File: src/rtl/gpio_rf_pkg.sv
package gpio_rf_pkg;
  localparam int REG_W   = 8;
  localparam int CTRL_W  = 3;
  localparam int CTRL_CD0 = 0;
  localparam int CTRL_CD1 = 1;
  localparam int CTRL_ON  = 2;

  function automatic int bank_count(input int bits, input int per_bank);
    return (bits + per_bank - 1) / per_bank;
  endfunction
endpackage

File: src/rtl/gpio_rf_sync.sv
module gpio_rf_sync #(
  parameter int WIDTH  = 18,
  parameter int STAGES = 2
) (
  input  logic             clk,
  input  logic             rst,
  input  logic [WIDTH-1:0] async_in,
  output logic [WIDTH-1:0] sync_out
);
  logic [STAGES-1:0][WIDTH-1:0] stage_q;

  always_ff @(posedge clk) begin
    if (rst) begin
      stage_q <= '0;
    end else begin
      stage_q[0] <= async_in;
      for (int s = 1; s < STAGES; s++) stage_q[s] <= stage_q[s-1];
    end
  end

  assign sync_out = stage_q[STAGES-1];
endmodule

File: src/rtl/gpio_rf_bitbank.sv
// Generic per-bit register spread across consecutive byte addresses:
// bit i is stored at address BASE + i/8, byte lane i%8.
module gpio_rf_bitbank #(
  parameter int                  NUM_BITS  = 18,
  parameter int                  ADDR_W    = 6,
  parameter int                  BASE      = 0,
  parameter logic [NUM_BITS-1:0] RESET_VAL = '0
) (
  input  logic                clk,
  input  logic                rst,
  input  logic                we,
  input  logic [ADDR_W-1:0]   addr,
  input  logic [7:0]          wdata,
  output logic [NUM_BITS-1:0] q
);
  for (genvar i = 0; i < NUM_BITS; i++) begin : g_bit
    localparam int BANK = i / 8;
    localparam int LANE = i % 8;
    always_ff @(posedge clk) begin
      if (rst) q[i] <= RESET_VAL[i];
      else if (we && addr == ADDR_W'(BASE + BANK)) q[i] <= wdata[LANE];
    end
  end
endmodule

File: src/rtl/gpio_rf_outlatch.sv
// Output-level storage with direct write, write-one-to-set and
// write-one-to-clear byte banks.
module gpio_rf_outlatch #(
  parameter int NUM_PINS = 18,
  parameter int ADDR_W   = 6,
  parameter int A_DATA   = 6,
  parameter int A_SET    = 9,
  parameter int A_CLR    = 12
) (
  input  logic                clk,
  input  logic                rst,
  input  logic                we,
  input  logic [ADDR_W-1:0]   addr,
  input  logic [7:0]          wdata,
  output logic [NUM_PINS-1:0] q
);
  for (genvar i = 0; i < NUM_PINS; i++) begin : g_pin
    localparam int BANK = i / 8;
    localparam int LANE = i % 8;
    logic hit_data, hit_set, hit_clr;
    assign hit_data = we && addr == ADDR_W'(A_DATA + BANK);
    assign hit_set  = we && addr == ADDR_W'(A_SET  + BANK) && wdata[LANE];
    assign hit_clr  = we && addr == ADDR_W'(A_CLR  + BANK) && wdata[LANE];
    always_ff @(posedge clk) begin
      if (rst)           q[i] <= 1'b0;
      else if (hit_data) q[i] <= wdata[LANE];
      else if (hit_set)  q[i] <= 1'b1;
      else if (hit_clr)  q[i] <= 1'b0;
    end
  end

  // a one in the set bank raises the pin
  assert_set_raises_R4: assert property (@(posedge clk) disable iff (rst)
    (we && addr == ADDR_W'(A_SET) && wdata[0]) |=> q[0]);
  // a one in the clear bank lowers the pin
  assert_clr_lowers_R4: assert property (@(posedge clk) disable iff (rst)
    (we && addr == ADDR_W'(A_CLR) && wdata[0]) |=> !q[0]);
  // zero bits in set/clear leave the level alone
  assert_zero_keeps_R5: assert property (@(posedge clk) disable iff (rst)
    (we && (addr == ADDR_W'(A_SET) || addr == ADDR_W'(A_CLR)) && !wdata[0])
    |=> $stable(q[0]));
endmodule

File: src/rtl/gpio_rf_top.sv
module gpio_rf_top
  import gpio_rf_pkg::*;
#(
  parameter int NUM_PINS    = 18,
  parameter int ADDR_W      = 6,
  parameter int SYNC_STAGES = 2
) (
  input  logic                clk,
  input  logic                rst,
  input  logic [ADDR_W-1:0]   bus_addr,
  input  logic [REG_W-1:0]    bus_wdata,
  input  logic                bus_we,
  input  logic                bus_re,
  output logic [REG_W-1:0]    bus_rdata,
  input  logic [NUM_PINS-1:0] pin_in,
  output logic [NUM_PINS-1:0] pin_out,
  output logic [NUM_PINS-1:0] pin_oe,
  output logic [NUM_PINS-1:0] pull_up,
  output logic [NUM_PINS-1:0] pull_dn,
  output logic [NUM_PINS-1:0] deb_en,
  output logic [1:0]          cd_en,
  output logic                mod_on
);
  localparam int DBANKS = bank_count(NUM_PINS, REG_W);
  localparam int PBANKS = bank_count(2 * NUM_PINS, REG_W);
  localparam int A_DIR  = 0;
  localparam int A_DIN  = A_DIR  + DBANKS;
  localparam int A_DOUT = A_DIN  + DBANKS;
  localparam int A_SET  = A_DOUT + DBANKS;
  localparam int A_CLR  = A_SET  + DBANKS;
  localparam int A_DEB  = A_CLR  + DBANKS;
  localparam int A_PULL = A_DEB  + DBANKS;
  localparam int A_CTRL = A_PULL + PBANKS;
  localparam logic [2*NUM_PINS-1:0] PULL_RST = {NUM_PINS{2'b01}};

  logic [NUM_PINS-1:0]   dir_q, din_s, dout_q, deb_q, oe_q;
  logic [2*NUM_PINS-1:0] pull_q;
  logic [CTRL_W-1:0]     ctrl_q;
  logic [REG_W-1:0]      rd_next, rdata_q;

  gpio_rf_sync #(.WIDTH(NUM_PINS), .STAGES(SYNC_STAGES)) u_sync (
    .clk(clk), .rst(rst), .async_in(pin_in), .sync_out(din_s));

  gpio_rf_bitbank #(.NUM_BITS(NUM_PINS), .ADDR_W(ADDR_W), .BASE(A_DIR),
                    .RESET_VAL('0)) u_dir (
    .clk(clk), .rst(rst), .we(bus_we), .addr(bus_addr),
    .wdata(bus_wdata), .q(dir_q));

  gpio_rf_bitbank #(.NUM_BITS(NUM_PINS), .ADDR_W(ADDR_W), .BASE(A_DEB),
                    .RESET_VAL('0)) u_deb (
    .clk(clk), .rst(rst), .we(bus_we), .addr(bus_addr),
    .wdata(bus_wdata), .q(deb_q));

  gpio_rf_bitbank #(.NUM_BITS(2*NUM_PINS), .ADDR_W(ADDR_W), .BASE(A_PULL),
                    .RESET_VAL(PULL_RST)) u_pull (
    .clk(clk), .rst(rst), .we(bus_we), .addr(bus_addr),
    .wdata(bus_wdata), .q(pull_q));

  gpio_rf_outlatch #(.NUM_PINS(NUM_PINS), .ADDR_W(ADDR_W), .A_DATA(A_DOUT),
                     .A_SET(A_SET), .A_CLR(A_CLR)) u_out (
    .clk(clk), .rst(rst), .we(bus_we), .addr(bus_addr),
    .wdata(bus_wdata), .q(dout_q));

  always_ff @(posedge clk) begin
    if (rst) ctrl_q <= '0;
    else if (bus_we && bus_addr == ADDR_W'(A_CTRL)) ctrl_q <= bus_wdata[CTRL_W-1:0];
  end

  // output enables gated by module enable, registered
  always_ff @(posedge clk) begin
    if (rst) oe_q <= '0;
    else     oe_q <= dir_q & {NUM_PINS{ctrl_q[CTRL_ON]}};
  end

  // read mux; set/clear banks and unmapped addresses yield zero
  always_comb begin
    rd_next = '0;
    for (int b = 0; b < DBANKS; b++) begin
      for (int k = 0; k < REG_W; k++) begin
        if (b * REG_W + k < NUM_PINS) begin
          if (bus_addr == ADDR_W'(A_DIR  + b)) rd_next[k] = dir_q[b*REG_W+k];
          if (bus_addr == ADDR_W'(A_DIN  + b)) rd_next[k] = din_s[b*REG_W+k];
          if (bus_addr == ADDR_W'(A_DOUT + b)) rd_next[k] = dout_q[b*REG_W+k];
          if (bus_addr == ADDR_W'(A_DEB  + b)) rd_next[k] = deb_q[b*REG_W+k];
        end
      end
    end
    for (int b = 0; b < PBANKS; b++) begin
      for (int k = 0; k < REG_W; k++) begin
        if (b * REG_W + k < 2 * NUM_PINS && bus_addr == ADDR_W'(A_PULL + b))
          rd_next[k] = pull_q[b*REG_W+k];
      end
    end
    if (bus_addr == ADDR_W'(A_CTRL)) rd_next[CTRL_W-1:0] = ctrl_q;
  end

  always_ff @(posedge clk) begin
    if (rst)         rdata_q <= '0;
    else if (bus_re) rdata_q <= rd_next;
  end

  for (genvar n = 0; n < NUM_PINS; n++) begin : g_pull
    assign pull_dn[n] = pull_q[2*n];
    assign pull_up[n] = pull_q[2*n+1];
  end

  assign bus_rdata = rdata_q;
  assign pin_out   = dout_q;
  assign pin_oe    = oe_q;
  assign deb_en    = deb_q;
  assign cd_en     = {ctrl_q[CTRL_CD1], ctrl_q[CTRL_CD0]};
  assign mod_on    = ctrl_q[CTRL_ON];

  // module disabled on the previous edge means no enables now
  assert_oe_gated_R7: assert property (@(posedge clk) disable iff (rst)
    !$past(mod_on) |-> pin_oe == '0);
  // set bank reads as zero
  assert_set_reads_zero_R6: assert property (@(posedge clk) disable iff (rst)
    (bus_re && bus_addr == ADDR_W'(A_SET)) |=> bus_rdata == '0);
  // read data holds without a read strobe
  assert_rdata_hold_R11: assert property (@(posedge clk) disable iff (rst)
    !bus_re |=> $stable(bus_rdata));
  // an enabled output pin is marked as output in the direction bank
  assert_oe_needs_dir_R1: assert property (@(posedge clk) disable iff (rst)
    pin_oe[0] |-> $past(dir_q[0]));
endmodule

File: config.mk
export PLATFORM = sky130hd
export DESIGN_NAME = gpio_rf_top
export DESIGN_NICKNAME = d
export VERILOG_FILES = /design/src/rtl/gpio_rf_pkg.sv /design/src/rtl/gpio_rf_sync.sv /design/src/rtl/gpio_rf_bitbank.sv /design/src/rtl/gpio_rf_outlatch.sv /design/src/rtl/gpio_rf_top.sv
export SDC_FILE = /design/constraint.sdc
export NUM_CORES = 1
export LEC_CHECK = 0
export ABC_CLOCK_PERIOD_IN_PS = 2200
export CAP_MARGIN = 15
export CORE_ASPECT_RATIO = 0.5
export CORE_UTILIZATION = 30
export CTS_BUF_LIST = sky130_fd_sc_hd__clkbuf_4 sky130_fd_sc_hd__clkbuf_8 sky130_fd_sc_hd__clkbuf_16
export DETAILED_ROUTE_END_ITERATION = 8
export DONT_BUFFER_PORTS = 1
export GPL_TIMING_DRIVEN = 1
export SYNTH_ARGS = -nofsm -noshare
export SYNTH_HDL_FRONTEND = slang
export SYNTH_HIERARCHICAL = 1
export SYNTH_SLANG_ARGS = --single-unit
File: constraint.sdc
create_clock -name clk -period 2.2 [get_ports clk]
set_input_delay 0.11 -clock clk [delete_from_list [all_inputs] [get_ports clk]]
set_output_delay 0.11 -clock clk [all_outputs]
set_load 0.03 [all_outputs]
# ---- Word level (Yosys, flattened, before mapping)
# Cells that the tools add are included.
dict set report word_totals {
  regBits 155
  out_inout_bits 101
  elab_cells 358
}
dict set report op_classes {
  eq_ne 23
  muxes 163
  bitwise_logic 1
  reduce_logical 76
}
# op count
set op_table {}
lappend op_table {{$mux W1} 162}
lappend op_table {{$logic_and A1 B1 Y1} 57}
lappend op_table {{$reduce_bool A3 Y1} 18}
lappend op_table {{$eq A6 B4 Y1 const B} 8}
lappend op_table {{$eq A6 B5 Y1 const B} 8}
lappend op_table {{$eq A6 B3 Y1 const B} 4}
lappend op_table {{$and A18 B18 Y18} 1}
lappend op_table {{$eq A6 B2 Y1 const B} 2}
lappend op_table {{$eq A6 B1 Y1 const B} 1}
lappend op_table {{$logic_not A6 Y1} 1}
lappend op_table {{$mux W3} 1}

# ---- Logic depth before layout (Yosys ltp)
dict set report logic_depth {
  depth_word 19
  depth_mapped 8
  mapped_depth_nobuf 6
}

# ---- By module
# The synthesis kept the hierarchy.
# module instances cells_each area_each_um2 seq_area_each_um2
set modules_own_cells {}
lappend modules_own_cells {gpio_rf_top 1 281 2152.1 580.6}
lappend modules_own_cells {{gpio_rf_bitbank (u_pull)} 1 132 1436.4 720.7}
lappend modules_own_cells {gpio_rf_sync 1 93 1129.8 720.7}
lappend modules_own_cells {gpio_rf_outlatch 1 81 910.9 360.3}
lappend modules_own_cells {{gpio_rf_bitbank (u_deb)} 1 72 782.0 360.3}
lappend modules_own_cells {{gpio_rf_bitbank (u_dir)} 1 72 778.2 360.3}

# ---- Worst setup path before layout
# OpenSTA, ideal clock, no wires.
dict set report synth_timing {
  path_type {in2reg}
  start {in bus_addr[4]}
  end {reg rdata_q[0] (netlist: bus_rdata[0])}
  t_arrival_ns 1.548
  t_required_ns 2.066
  slack_ns 0.519
  cell_stages 7
  n_path_buf 2
  cell_sequence {buf_6 > or4b_1 > buf_2 > nor2_1 > nor4_1 > a2111oi_1 > nor4_1}
}
dict set report synth_via {
  elab_chain_len 19
}
# element line
set synth_lines {}
lappend synth_lines {{from (decl)} gpio_rf_top.sv:10} ;# input logic [ADDR_W-1:0] bus_addr,
lappend synth_lines {{$logic_not A6 Y1} gpio_rf_top.sv:81} ;# if (bus_addr == ADDR_W'(A_DIR + b)) rd_next[k] = dir_q[b*REG_W+k];
lappend synth_lines {{$mux W1} gpio_rf_top.sv:81}
lappend synth_lines {{$mux W1} gpio_rf_top.sv:82} ;# if (bus_addr == ADDR_W'(A_DIN + b)) rd_next[k] = din_s[b*REG_W+k];
lappend synth_lines {{$mux W1} gpio_rf_top.sv:83} ;# if (bus_addr == ADDR_W'(A_DOUT + b)) rd_next[k] = dout_q[b*REG_W+k];
lappend synth_lines {{$mux W1} gpio_rf_top.sv:84} ;# if (bus_addr == ADDR_W'(A_DEB + b)) rd_next[k] = deb_q[b*REG_W+k];
lappend synth_lines {{$mux W1} gpio_rf_top.sv:81}
lappend synth_lines {{$mux W1} gpio_rf_top.sv:82}
lappend synth_lines {{$mux W1} gpio_rf_top.sv:83}
lappend synth_lines {{$mux W1} gpio_rf_top.sv:84}
lappend synth_lines {{$mux W1} gpio_rf_top.sv:81}
lappend synth_lines {{$mux W1} gpio_rf_top.sv:82}
lappend synth_lines {{$mux W1} gpio_rf_top.sv:83}
lappend synth_lines {{$mux W1} gpio_rf_top.sv:84}
lappend synth_lines {{$mux W1 (5 in a row)} gpio_rf_top.sv:90} ;# if (b * REG_W + k < 2 * NUM_PINS && bus_addr == ADDR_W'(A_PULL + b))
lappend synth_lines {{$mux W3 (*)} gpio_rf_top.sv:94} ;# if (bus_addr == ADDR_W'(A_CTRL)) rd_next[CTRL_W-1:0] = ctrl_q;
lappend synth_lines {{to (signal assigned)} gpio_rf_top.sv:99} ;# else if (bus_re) rdata_q <= rd_next;
lappend synth_lines {{to (decl)} gpio_rf_top.sv:39} ;# logic [REG_W-1:0] rd_next, rdata_q;
# Every way passes the cells marked *; elsewhere a longest branch is shown, timed or not.
# A chain may end at the register's enable or synchronous reset.

==> results by stage <==
Synth:
- The netlist uses 82 different library cells.
- After Yosys synthesis, and, or, nand and nor cells account for 25.0% of the synthesized area.
- The xor/xnor share of the synthesized area is less than 1%.
- The dominant combinational cell family by area after synthesis is simple AND/OR/NAND/NOR gates.
- The average instance in the mapped netlist occupies 9.84 sq um.
- In this run, synthesis produced a sequential element count of 155.
- The mapped netlist covers 7190 sq um.
- For this run, the leading register cell type out of synthesis is dfxtp_1.
- Counting every net in the synthesized netlist gives between 700 and 800.
- The cell count after synthesis came out at approximately 730.
- The adder-cell share of the synthesized area is 0%.
- The compound-gate portion of the synthesized area is a little over an eighth.
- The warning count from the yosys run is 6.
- The post-synthesis async set-or-reset flop share is 0%.
- For this run, the register share of the synthesized area comes to 43.2%.
- The number of enable flip-flop cells after synthesis is 0.
- The mux share of post-synthesis cell area is 11.7%.

Routing:
- The detailed router's first-iteration violation count is 460.
- The total number of vias is 5,716.
- The routed wire length is about 25 mm.
- The final routed wire length divided by cell count is approximately 24 um.
- Dividing the detail-routed via count by the number of cells gives around 5.4.
- The detail route stage leaves a number of antenna-violating nets equal to 0.
- For this run, design rule violations remaining after detail routing come to 0.
- The first detailed-routing pass ran for 5 iterations.

Placement:
- Buffers placed on the I/O ports in this run total 0.
- The cell count after placement is 993.
- The total placed instance area is about 7300 sq um.
- Detailed placement finished with a half-perimeter wire length of around 17 mm.
- The congestion estimate from routability-driven global placement came to 0.914.
- The worst slack at placement is roughly 440 ps.

STA:
- The max-slew violation total from the final report was 0.
- The count of endpoints failing hold in the final timing report came to 0.
- The final critical-path share of the clock period is 95.7%.
- Static timing analysis puts the maximum clock frequency at 475 MHz.
- At the pin with the least slew margin, the transition time is 760 ps.
- The setup-violating endpoint count in the final report is 0.
- The final worst setup slack is about 96 ps.
- On the final layout, the worst clock skew is 7.46 ps.
- The worst path in the final design needs a cycle of around 2100 ps, including I/O delays and setup.
- The sum of negative setup slack is 0 ps.
- Setup repair after global routing left no endpoint under its margin.
- The worst pin sits at a relative slew slack of 49.1%.
- The worst hold margin is 24.1 ps.

Final layout:
- The library cell used most frequently in the layout, excluding fill and tap cells, is dfxtp_1.
- The total inserted antenna cells is 0.
- Summing all multi-input logic gate instances after layout gives approximately 3600 sq um.
- The final core area utilization is 35.7%.
- The total number of nets in the final design is 778.
- The top cell types in the final layout, fill and taps aside, are 155 x dfxtp_1, 83 x mux2i_1, 76 x nand2b_1.
- Fill cells in the final layout number 2,312.
- From synthesis to final layout, the design area changed by 15.1%.
- The final cell count without fillers is ~1,100.
- The area taken by flip-flops and latches is 3100 sq um.
- The post-route netlist has a little under an eighth of its cells at a drive strength greater than 1.
- The post-route standard cell area excluding fillers is between 8000 and 9000 sq um.

Floorplan:
- The starting density of the core is 31.0%.
- The floorplan step set the die width to 221 um.
- The cell row count is 39.
- The number of primary I/O pins is around 140.
- The area of the die is 24,600 sq um.
- The die is 111 um tall.
- The placeable core area is 23,200 sq um.

Global routing:
- Entering global routing, the biggest net connects 142 pins.
- The via count of the first global-routing pass came to 5,570.
- The sum of overflow across all layers after global routing is 0.
- The initial antenna violation count is 1.
- The first global-routing pass estimated 36.9 mm of wire.
- Across every metal layer, demand over resource in global routing totals 20.2%.

Min path:
- In this run the most critical hold path is launched from bus_addr[0].
- The path type of the worst min-delay path is primary input to flop.
- Counting instances, the worst hold path has a depth of 2.
- The worst hold path endpoint is u_dir/q[16].

Critical path:
- The capturing element type of the critical path is a flop.
- The kind of launch point of the worst setup path is a primary input.
- The critical path goes through dlygate4sd3_1 > nand3_1 > dlygate4sd3_1 > a21oi_1 > dlygate4sd3_1.
- The endpoint identified for the worst register-to-register timing path is bus_rdata[4].
- The startpoint of the worst-slack reg-to-reg timing path is u_out/q[4].
- The largest driver fanout on the critical path is 10.
- The arrival time reported for the critical path endpoint is 2480 ps.
- The highest-delay cell along the critical path is dlygate4sd3_1.
- The worst setup path category is primary input to flop.
- The internal reg-to-reg setup slack is 560 ps.
- In this design, the stage delay of the slowest critical-path cell is 930 ps.
- The worst path buffer plus inverter count is 3.
- The required time at the worst-slack endpoint is between 2000 and 3000 ps.
- The cell family contributing the most delay on the critical path is buffers and inverters.
- Counting cells, the worst reg-to-reg path comes to 5.
- The library cell appearing most often on the critical path is dlygate4sd3_1.

Clock tree:
- TritonCTS built the clock tree.
- The tree built by TritonCTS fans out to between 150 and 200 sinks.
- Clock latency on the worst-skew pair, taken at its later pin, is between 400 and 500 ps.
- The longest clock path from root to sink contains 2 buffers.
- In this run the post-CTS setup repair buffer count came out at 0.
- The clock tree synthesis step divided the H-tree into 4 levels.
- The number of buffers created by CTS is 17.
- After clock tree synthesis, the clock-pin slew on the worst setup and hold paths is 70 ps.
- The cell at the root of the clock tree is clkbuf_16.

Pwr:
- The leakage dissipation is around 3.2 nW.
- The overall power consumption is 6.35 mW.
- Dividing total power by cell area gives a power density of around 770 nW/um^2.
- VDD sags by at most roughly 0.46 mV.

Status:
- The run finished with clean final reports.

Job:
- The count of maximum capacitance violations is 0.
==> layer usage <==
metal | track usage (%) | part of all wire, % | up-vias
li1 | - | - | 2643
met1 | 27.0 | 46 | 2849
met2 | 32.4 | 46 | 192
met3 | 5.09 | 5.9 | 30
met4 | 5.92 | 1.8 | 2
met5 | 0 | 0.048 | -
==> worst max path at each step <==
stage                       startpoint           end  slack (ps)  cells after the start
after floorplan            bus_addr[4]  bus_rdata[0]         520                      7
after global placement     bus_addr[4]  bus_rdata[0]         410                      5
after detailed placement   bus_addr[4]  bus_rdata[0]         440                      5
after CTS                 bus_wdata[2]     ctrl_q[2]         170                      5
after global routing      bus_wdata[1]     ctrl_q[1]          50                      5
final                     bus_wdata[1]     ctrl_q[1]         100                      5
==> synth_stat cells (all sizes together), types with 2 or more instances <==
| cell type | number | area, sq um |
|---|---|---|
| dfxtp | 155 | 3100 |
| mux2i | 83 | 831 |
| nand2b | 76 | 475 |
| nor2 | 57 | 238 |
| buf | 47 | 372 |
| nor2b | 33 | 206 |
| a21oi | 26 | 130 |
| nand2 | 25 | 93.8 |
| a32o | 20 | 200 |
| and2 | 20 | 125 |
| o21ai | 20 | 100 |
| clkbuf | 18 | 67.6 |
| nand4 | 13 | 87.6 |
| nor3 | 11 | 60.1 |
| o211ai | 10 | 75.1 |
| a221oi | 8 | 70.1 |
| o22ai | 8 | 50.1 |
| and2b | 7 | 60.1 |
| inv | 7 | 26.3 |
| a211oi | 6 | 57.6 |
| nand3 | 5 | 30.0 |
| nand4b | 5 | 50.0 |
| nor3b | 5 | 57.6 |
| nor4b | 5 | 71.3 |
| a221o | 4 | 40.0 |
| and4bb | 4 | 50.1 |
| nor4 | 4 | 31.3 |
| a22oi | 3 | 22.5 |
| and3 | 3 | 20.0 |
| or4b | 3 | 37.5 |
| a2111oi | 2 | 25.0 |
| a311oi | 2 | 17.5 |
| a31oi | 2 | 18.8 |
| a32oi | 2 | 17.5 |
| nand3b | 2 | 15.0 |
| o221ai | 2 | 17.5 |
| o31ai | 2 | 15.0 |
| o32ai | 2 | 17.5 |
| or3b | 2 | 20.0 |
| or4 | 2 | 15.0 |
| xor2 | 2 | 17.5 |
==> power breakdown <==
group | internal (mW) | switching, mW
combinational | 0.167 | 0.225
clock | 1.72 | 1.33
sequential | 2.85 | 0.0538
==> final cells by class <==
cell class	instances	share of cell area, %
clock buffer	17	5.14
clock inverter	15	2.18
inverter	8	0.363
multi-input combinational	503	43.7
sequential	155	37.5
tap	307	4.64
timing repair buffer	57	6.50
==> flip-flops by register name, summed over array words and instances (netlist names) <==
name	cells
u_pull/q	36
pin_oe	18
u_deb/q	18
u_dir/q	18
u_out/q	18
u_sync/stage_q	18
u_sync/sync_out	18
bus_rdata	8
ctrl_q	3
==> kinds of logic after synthesis <==
family / count (synthesis)
simple gates: 288
mux: 84
compound gates: 129
xor+xnor: 2
flops: 155
buf+inv: 73
==> what timing repair did <==
item | 4_1_cts | 5_1_grt
hold buffers | 37 | 0
endpoints found under the hold margin | 137 | 0
resized for setup | 0 | 0
No activity file was read; power rests on OpenSTA's default activity.
